===== config.mk =====
export PLATFORM = sky130hd
export DESIGN_NAME = mclk_tick_divider
export DESIGN_NICKNAME = d
export VERILOG_FILES = /design/src/rtl/mclk_tick_divider.sv
export SDC_FILE = /design/constraint.sdc
export NUM_CORES = 1
export LEC_CHECK = 0
export ABC_CLOCK_PERIOD_IN_PS = 3900
export CAP_MARGIN = 0
export CORE_ASPECT_RATIO = 0.7
export CORE_MARGIN = 4
export CORE_UTILIZATION = 40
export DETAILED_ROUTE_END_ITERATION = 7
export PLACE_DENSITY = 0.7
export REMOVE_ABC_BUFFERS = 1
export SYNTH_ARGS = -nofsm -noshare
export SYNTH_HDL_FRONTEND = slang
export SYNTH_SLANG_ARGS = --single-unit

===== constraint.sdc =====
create_clock -name clk -period 3.9 [get_ports clk]
set_clock_uncertainty 0.2 [all_clocks]
set_input_delay 1.17 -clock clk [delete_from_list [all_inputs] [get_ports clk]]
set_output_delay 1.17 -clock clk [all_outputs]
set_load 0.02 [all_outputs]

===== src/rtl/mclk_tick_divider.sv =====
module mclk_tick_divider #(
  parameter int DIV_FAST  = 8,
  parameter int DIV_SLOW  = 6,
  parameter int TICKS     = 32,
  parameter int ODD_FRAME = 193,
  parameter int IDX_W     = $clog2(TICKS)
) (
  input  logic             clk,
  input  logic             rst_n,
  input  logic             sel_fast,
  input  logic             fsync,
  output logic             tick,
  output logic [IDX_W-1:0] tick_idx
);
  localparam int DMAX = (DIV_FAST > DIV_SLOW) ? DIV_FAST : DIV_SLOW;
  localparam int PW   = $clog2(DMAX);
  localparam int CW   = $clog2(TICKS + 1);
  localparam int LW   = $clog2(DMAX * TICKS + 1) + 1;

  logic          fast_q, ref_q, hold_q;
  logic [PW-1:0] pre_q;
  logic [CW-1:0] cnt_q;
  logic [LW-1:0] len_q;

  wire [PW-1:0] last_pre = fast_q ? PW'(DIV_FAST - 1) : PW'(DIV_SLOW - 1);
  wire          odd_len  = ref_q && (len_q == LW'(ODD_FRAME));

  assign tick     = (pre_q == '0) && !hold_q && (cnt_q < CW'(TICKS));
  assign tick_idx = cnt_q[IDX_W-1:0];

  always_ff @(posedge clk) begin
    if (!rst_n) begin
      fast_q <= 1'b1;
      ref_q  <= 1'b0;
      hold_q <= 1'b0;
      pre_q  <= '0;
      cnt_q  <= CW'(TICKS);
      len_q  <= '0;
    end else if (fsync) begin
      fast_q <= sel_fast;
      ref_q  <= 1'b1;
      hold_q <= !sel_fast && odd_len;
      pre_q  <= '0;
      cnt_q  <= '0;
      len_q  <= LW'(1);
    end else begin
      hold_q <= 1'b0;
      if (!hold_q) pre_q <= (pre_q == last_pre) ? '0 : pre_q + PW'(1);
      if (tick) cnt_q <= cnt_q + CW'(1);
      if (len_q != '1) len_q <= len_q + LW'(1);
    end
  end

  p_idle_r1: assert property (@(posedge clk) disable iff (!rst_n)
    !ref_q |-> !tick);
  p_sync_tick_r2: assert property (@(posedge clk) disable iff (!rst_n)
    fsync |=> (hold_q || (tick && tick_idx == '0)));
  p_no_adjacent_r4: assert property (@(posedge clk) disable iff (!rst_n)
    (tick && !fsync) |=> !tick);
  p_after_hold_r5: assert property (@(posedge clk) disable iff (!rst_n)
    (hold_q && !fsync) |=> (tick && tick_idx == '0));
  p_idx_stable_r6: assert property (@(posedge clk) disable iff (!rst_n)
    (!tick && !fsync) |=> $stable(tick_idx));
  p_mode_hold_r7: assert property (@(posedge clk) disable iff (!rst_n)
    !fsync |=> $stable(fast_q));
endmodule


==> results of run 1 <==
==> flip-flops by register name (all words and copies together) (netlist names) <==
name and count:
cnt_q 6, ref_q 1, pre_q 3, hold_q 1, len_q 10, fast_q 1
==> stage by stage <==
step | power (µW) | cell area, µm²
2_1_floorplan | 258 | 997
3_3_place_gp | 269 | 1140
3_5_place_dp | 271 | 1140
4_1_cts | 435 | 1190
5_1_grt | 444 | 1190
6_report | 427 | 1190
==> cell type report <==
cell class	instances	area [µm²]
multi-input combinational	78	542
sequential	22	440
inverter	4	15.0
timing repair buffer	10	97.6
clock buffer	4	55.1
tap	34	42.5
fill	246	1280
==> report_power, final <==
part / switching (µW) / total (µW) / internal [µW]
Combinational: 14.4 / 30.4 / 16.0
Sequential: 4.98 / 235 / 230
Clock: 71.5 / 162 / 90.0
==> cell families after synthesis <==
logic type | after synthesis | synth area share [%]
AND/OR/NAND/NOR | 43 | 24.0
flip-flops | 22 | 42.2
AO/OA/AOI/OAI | 16 | 9.95
XOR/XNOR | 12 | 10.1
buffers and inverters | 11 | 5.87
adder cells (fa/ha/maj) | 5 | 6.00
multiplexers | 2 | 1.92
==> path summary, 6_finish.rpt <==
path	cells past startpoint	slack, ns	to
max	4	0.65	tick
min	1	0.27	ref_q$_SDFFE_PN0P_
max reg2reg	5	2.06	len_q[0]$_SDFFE_PN0P_
min reg2reg	1	0.27	ref_q$_SDFFE_PN0P_
==> critical path: stages (launching register included) <==
cell             delay (ns)
dfxtp_1                0.35
inv_1                  0.07
ha_1                   0.13
nor4b_4                0.38
clkdlybuf4s50_1        0.69
==> routing by layer <==
layer,global-route usage [%],share of wire [%],vias up
met5,0,0,-
met4,2.92,0.71,0
met3,5.00,4.8,3
met2,17.9,42,12
met1,15.1,53,344
li1,-,-,389
==> placed cells by master (no fill, tap or decap), types with 2 or more instances in the layout <==
cell type        instances
dfxtp_1                 22
nor2_1                  15
clkdlybuf4s50_1          9
nand2_1                  8
xor2_1                   7
xnor2_1                  5
ha_1                     5
inv_1                    4
clkbuf_8                 4
and3_1                   3
a21oi_1                  3
nand4_1                  2
o31ai_1                  2
o21ai_0                  2
o21a_1                   2
or4b_2                   2
a31oi_1                  2
a211oi_1                 2
mux2i_1                  2
==> impl_metrics.json, run 1 <==
{
  "status": "finished, final reports clean",
  "via_count": 748,
  "ys_async_sr_fraction_pct": 0,
  "start_util_pct": 42.1,
  "totalWireLength_mm": 1.82,
  "yosysSeqAreaShare_pct": 42.2,
  "die_h_um": 50.7,
  "vias_per_cell": 4.92,
  "hold_viol": 0,
  "dp_cells": 148,
  "ios": 10,
  "max_freq_ghz": 0.308,
  "hold_class": "flop to flop",
  "track_usage_pct": 11.7,
  "worst_slack_ns": 0.650,
  "post_cts_buffers": 0,
  "drc_errors": 0,
  "cts_hold_buf": 0,
  "final_layout_size_suffix_gt1_share_pct": 9.32,
  "die_x_um": 69.0,
  "synth_top_area_share_pct": 42.2,
  "ys_ff_latch": 22,
  "arrival_ns": 1.88,
  "yosysWarnings": 0,
  "cts.sinks": 22,
  "clk_pin_slew_worst_paths_ns": 0.08,
  "cts_root_buffer": "clkbuf_8",
  "routedWlPerCell_um": 12.0,
  "netlist_instances": 111,
  "post_cts_resized": 0,
  "timing.setup.tns_ns": 0,
  "final_util_pct": 48.1,
  "crit_start": "pre_q[0]$_SDFFE_PP0N_",
  "synth_ff_type": "dfxtp_1",
  "cp_max_fo": 6,
  "diodes": 0,
  "r2r-start": "len_q[0]$_SDFFE_PN0P_",
  "slew_headroom_pct": 71.5,
  "grt_max_degree": 15,
  "fin_cells": 152,
  "ant_nets": 0,
  "dr.pass1.iters": 4,
  "antenna_found_initial": 0,
  "cap_violations": 0,
  "htreeDepth": 1,
  "grt_pass1_vias": 724,
  "crit_required_ns": 2.53,
  "clock_path_buffers": 2,
  "tightestPinTransition_ns": 0.424,
  "p_leak_uw": 0.000442,
  "synth_edf_count": 0,
  "yosysTopAreaCell": "dfxtp_1",
  "worst_setup_path_end_kind": "output port",
  "clk_latency_ns": 0.26,
  "cts_made_buffers": 3,
  "ys_types": 36,
  "fin_crit_ns": 3.25,
  "areaGrowthSynthToFinish_pct": 14.3,
  "rsz0062_at_grt": "false",
  "cts_tree": "yes",
  "grt_overflow": 0,
  "ir_drop_v": 0.000259,
  "row_count": 15,
  "timing.hold.ws_ns": 0.266,
  "yosys-top-cells-area": "dfxtp_1 42%, ha_1 6.0%, xor2_1 5.9%, nor2_1 5.4%, xnor2_1 4.2%",
  "syn_area_um2": 1040,
  "hp-start": "ref_q$_SDFFE_PN0P_",
  "drtIter0Drc": 6,
  "p_per_area_nw_per_um2": 358,
  "place.gp.congestion": 0.877,
  "start_kind": "flop",
  "grt_pass1_wl_mm": 3.23,
  "dp_hpwl_mm": 1.38,
  "yosys-top-cells-count": "22 x dfxtp_1, 15 x nor2_1, 8 x nand2_1, 7 x xor2_1",
  "place_ws_ns": 0.932,
  "avgSynthCellArea_um2": 9.40,
  "die_area_um2": 3500,
  "post-synth-top-count-cell": "dfxtp_1",
  "criticalPathCategory": "flop to output port",
  "fin_nets": 128,
  "finalSetupViolCount": 0,
  "core_area_um2": 2480,
  "timing.final.crit_share_pct": 83.3,
  "drv_slew": 0,
  "io_buffers": 9
}
Power figures use the tool's default switching activity.
==> inputs of run 2 (changes only) <==
ABC_CLOCK_PERIOD_IN_PS = 2900   (was 3900)
PLACE_DENSITY = 0.72   (was 0.7)
clock period = 2.9 ns   (was 3.9 ns; I/O delays follow)
==> impl_metrics.json, run 2 (same netlist as run 1, synthesis figures left out) <==
{
  "drc_errors": 0,
  "reg.largest.list": "len_q (10), cnt_q (6), pre_q (3)",
  "fill_cells": 246,
  "grt_max_degree": 15,
  "row_count": 15,
  "ios": 10,
  "vias_per_cell": 4.89,
  "grt_overflow": 0,
  "fin_nets": 129,
  "ir_drop_v": 0.000338,
  "p_clk_share_pct": 33.6,
  "place.gp.congestion": 0.768,
  "switching_power_uw": 116,
  "timing.final.crit_share_pct": 94.2,
  "r2r_setup_slack_ns": 1.08,
  "post_cts_buffers": 0,
  "cts_made_buffers": 3,
  "arrival_ns": 1.66,
  "p_leak_uw": 0.000440,
  "swShare_pct": 21.4,
  "track_usage_pct": 11.2,
  "totalWireLength_mm": 1.81,
  "timing.setup.tns_ns": 0,
  "start_util_pct": 42.1,
  "die_h_um": 50.7,
  "status": "finished, final reports clean",
  "routedWlPerCell_um": 11.9,
  "largest_reg_flops": 10,
  "drtIter0Drc": 35,
  "start_kind": "flop",
  "cts_hold_buf": 0,
  "hold_class": "flop to flop",
  "clk_pin_slew_worst_paths_ns": 0.07,
  "antenna_found_initial": 0,
  "core_area_um2": 2480,
  "htreeDepth": 1,
  "die_area_um2": 3500,
  "areaGrowthSynthToFinish_pct": 13.7,
  "top_register": "len_q",
  "ant_nets": 0,
  "crit_required_ns": 1.83,
  "die_x_um": 69.0,
  "final_common_cell": "dfxtp_1",
  "diodes": 0,
  "p_per_area_nw_per_um2": 455,
  "clk_latency_ns": 0.25,
  "tightestPinTransition_ns": 0.431,
  "post_cts_resized": 0,
  "max_freq_ghz": 0.366,
  "slew_headroom_pct": 71.0,
  "rsz0062_at_grt": "false",
  "worst_setup_path_end_kind": "output port",
  "grt_pass1_vias": 717,
  "cts_tree": "yes",
  "cts_root_buffer": "clkbuf_8",
  "fin_crit_ns": 2.73,
  "final_layout_size_suffix_gt1_share_pct": 9.32,
  "layout_common_cells": "22 x dfxtp_1, 15 x nor2_1, 9 x clkdlybuf4s50_1, 8 x nand2_1, 7 x xor2_1",
  "cts.sinks": 22,
  "power_uw": 540,
  "dr.pass1.iters": 4,
  "finalSetupViolCount": 0,
  "grt_pass1_wl_mm": 3.16,
  "cap_violations": 0,
  "dp_hpwl_mm": 1.43,
  "internal-power_uw": 424,
  "pwr-share-comb_pct": 8.0,
  "hold_viol": 0,
  "drv_slew": 0,
  "io_buffers": 9,
  "clock_path_buffers": 2,
  "cp_max_fo": 4,
  "criticalPathCategory": "flop to output port",
  "via_count": 743,
  "seqPwrFrac_pct": 58.4
}
[run 2: layer usage]
metal | vias up | wire (µm) | track usage, % | share of wire, %
met2 | 6 | 814 | 17.7 | 45
li1 | 393 | - | - | -
met4 | 0 | 21 | 1.95 | 1.2
met5 | - | 0 | 0 | 0
met3 | 2 | 45 | 3.60 | 2.5
met1 | 342 | 932 | 15.1 | 51
[run 2: final timing paths]
path | startpoint | end | depth (start not counted)
worst min register to register | ref_q$_SDFFE_PN0P_ | ref_q$_SDFFE_PN0P_ | 1
worst max-delay path | pre_q[1]$_SDFFE_PP0N_ | tick | 4
worst max register to register | len_q[0]$_SDFFE_PN0P_ | len_q[0]$_SDFFE_PN0P_ | 5
worst min-delay path | ref_q$_SDFFE_PN0P_ | ref_q$_SDFFE_PN0P_ | 1
[run 2: power groups by stage]
stage               combinational [µW]  clock, µW  sequential, µW
CTS                               43.6        187             316
global placement                  41.6          0             322
floorplan                         24.4          0             322
detailed placement                43.2          0             323
global route                      48.1        199             316
finish                            43.1        182             315
[run 2: metrics by stage]
| stage | instance area, µm² | setup slack, ns | cells | util (%) | hold WS, ns |
|---|---|---|---|---|---|
| 3_5_place_dp | 1140 | 0.439 | 149 | 46.2 | 0.266 |
| 3_3_place_gp | 1140 | 0.476 | 149 | 46.2 | 0.250 |
| 2_1_floorplan | 997 | 0.859 | 104 | - | 0.232 |
| 5_1_grt | 1190 | 0.0462 | 152 | 47.9 | 0.317 |
| 4_1_cts | 1190 | 0.146 | 152 | 47.9 | 0.284 |
| 6_report | 1190 | 0.169 | 152 | 47.9 | 0.282 |
[run 2: worst max-delay path, stage by stage (launching register included)]
cell and delay (ns):
dfxtp_1 0.35, inv_1 0.07, ha_1 0.14, nor4b_4 0.20, clkdlybuf4s50_1 0.64
[run 2: final cells by class]
type                            instances  area [µm²]  share of cell area [%]
Sequential cell                        22         440                    37.1
Timing Repair Buffer                   11         105                    8.86
Inverter                                4        15.0                    1.27
Multi-Input combinational cell         78         542                    45.7
Tap cell                               34        42.5                    3.59
Clock buffer                            3        41.3                    3.48
==> inputs of run 3 (changes only) <==
PLACE_DENSITY = not set   (was 0.72)
PLACE_DENSITY_LB_ADDON = 0.3   (was not set)
==> impl_metrics.json, run 3 (same netlist as run 1, synthesis figures left out) <==
{
  "status": "finished, final reports clean",
  "antenna_found_initial": 0,
  "final_layout_size_suffix_gt1_share_pct": 9.32,
  "fill_cells": 250,
  "track_usage_pct": 11.4,
  "cts.sinks": 22,
  "die_area_um2": 3500,
  "top_layer": "met4",
  "via_count": 771,
  "layout_common_cells": "22 x dfxtp_1, 15 x nor2_1, 9 x clkdlybuf4s50_1, 8 x nand2_1, 7 x xor2_1",
  "cap_violations": 0,
  "drc_errors": 0,
  "grt_pass1_vias": 724,
  "largest_reg_flops": 10,
  "ios": 10,
  "wl_met3_um": 85,
  "crit_path_end": "tick",
  "cts_tree": "yes",
  "timing.final.crit_share_pct": 94.5,
  "timing.hold.ws_ns": 0.265,
  "hold_viol": 0,
  "fin_nets": 129,
  "finalSetupViolCount": 0,
  "tightestPinTransition_ns": 0.412,
  "start_util_pct": 42.1,
  "cts_hold_buf": 0,
  "final_common_cell": "dfxtp_1",
  "crit_required_ns": 1.83,
  "reg.largest.list": "len_q (10), cnt_q (6), pre_q (3)",
  "top_register": "len_q",
  "p_leak_uw": 0.000440,
  "grt_overflow": 0,
  "grt_pass1_wl_mm": 3.19,
  "dp_hpwl_mm": 1.39,
  "cts_root_buffer": "clkbuf_8",
  "worst_setup_path_end_kind": "output port",
  "timing.setup.tns_ns": 0,
  "vias_per_cell": 5.07,
  "clk_pin_slew_worst_paths_ns": 0.07,
  "r2r_setup_slack_ns": 1.07,
  "cp_max_fo": 4,
  "post_cts_buffers": 0,
  "crit_start": "pre_q[0]$_SDFFE_PP0N_",
  "clock_path_buffers": 2,
  "p_per_area_nw_per_um2": 456,
  "row_count": 15,
  "cts_made_buffers": 3,
  "htreeDepth": 1,
  "start_kind": "flop",
  "criticalPathCategory": "flop to output port",
  "dr.pass1.iters": 4,
  "totalWireLength_mm": 1.77,
  "die_h_um": 50.7,
  "min_path_cells": 1,
  "clk_latency_ns": 0.26,
  "hold_class": "flop to flop",
  "slew_headroom_pct": 72.3,
  "areaGrowthSynthToFinish_pct": 13.7,
  "ir_drop_v": 0.000276,
  "place.gp.congestion": 0.834,
  "diodes": 0,
  "seq_area_um2": 440,
  "rsz0062_at_grt": "false",
  "die_x_um": 69.0,
  "io_buffers": 9,
  "m1WireLength_um": 953,
  "fin_crit_ns": 2.74,
  "drv_slew": 0,
  "arrival_ns": 1.67,
  "wl_met2_um": 716,
  "max_freq_ghz": 0.365,
  "reg2reg_to": "len_q[0]$_SDFFE_PN0P_",
  "ant_nets": 0,
  "reg2reg_depth": 5,
  "core_area_um2": 2480,
  "grt_max_degree": 15,
  "drtIter0Drc": 19,
  "post_cts_resized": 0,
  "r2r-start": "len_q[0]$_SDFFE_PN0P_",
  "routedWlPerCell_um": 11.7,
  "multi_input_area_um2": 542
}
run 3: cell counts in the layout (fill, tap and decap cells not counted):
No cell type changed its count.
run 3: critical path: stages, from the launching register on:
cell and delay [ns]:
dfxtp_1 0.35, inv_1 0.07, ha_1 0.14, nor4b_4 0.20, clkdlybuf4s50_1 0.64
run 3: metal layers:
layer,track usage (%),vias to the layer above
met2,17.1,13
li1,-,399
met4,3.90,0
met1,15.1,357
met3,4.20,2
met5,0,-
run 3: metrics by stage:
step / setup slack (ns) / instance area (µm²) / utilization [%] / cells / power (µW)
global placement: 0.480 / 1140 / 46.2 / 149 / 364
floorplan: 0.859 / 997 / - / 104 / 346
finish: 0.160 / 1190 / 47.9 / 152 / 541
global route: 0.0695 / 1190 / 47.9 / 152 / 568
detailed placement: 0.454 / 1140 / 46.2 / 149 / 365
CTS: 0.154 / 1190 / 47.9 / 152 / 549
run 3: worst min path at each step:
stage | from | to | slack, ns
finish | ref_q$_SDFFE_PN0P_ | ref_q$_SDFFE_PN0P_ | 0.26
floorplan | ref_q$_SDFFE_PN0P_ | ref_q$_SDFFE_PN0P_ | 0.23
detailed placement | ref_q$_SDFFE_PN0P_ | ref_q$_SDFFE_PN0P_ | 0.25
global route | ref_q$_SDFFE_PN0P_ | ref_q$_SDFFE_PN0P_ | 0.32
CTS | ref_q$_SDFFE_PN0P_ | ref_q$_SDFFE_PN0P_ | 0.27
global placement | ref_q$_SDFFE_PN0P_ | ref_q$_SDFFE_PN0P_ | 0.25
run 3: cell type report:
class                   instances  area share (%)
repair buffers                 11            8.86
well taps                      34            3.59
multi-input cells              78            45.7
clock buffers                   3            3.48
inverters                       4            1.27
flip-flops and latches         22            37.1
run 3: power by group:
group	switching (µW)	internal (µW)	total (µW)	leakage [µW]
clock network	90.6	92.6	183	0.0000216
registers	6.64	309	315	0.000179
logic	19.7	22.7	42.3	0.000239
total	117	424	541	0.000440
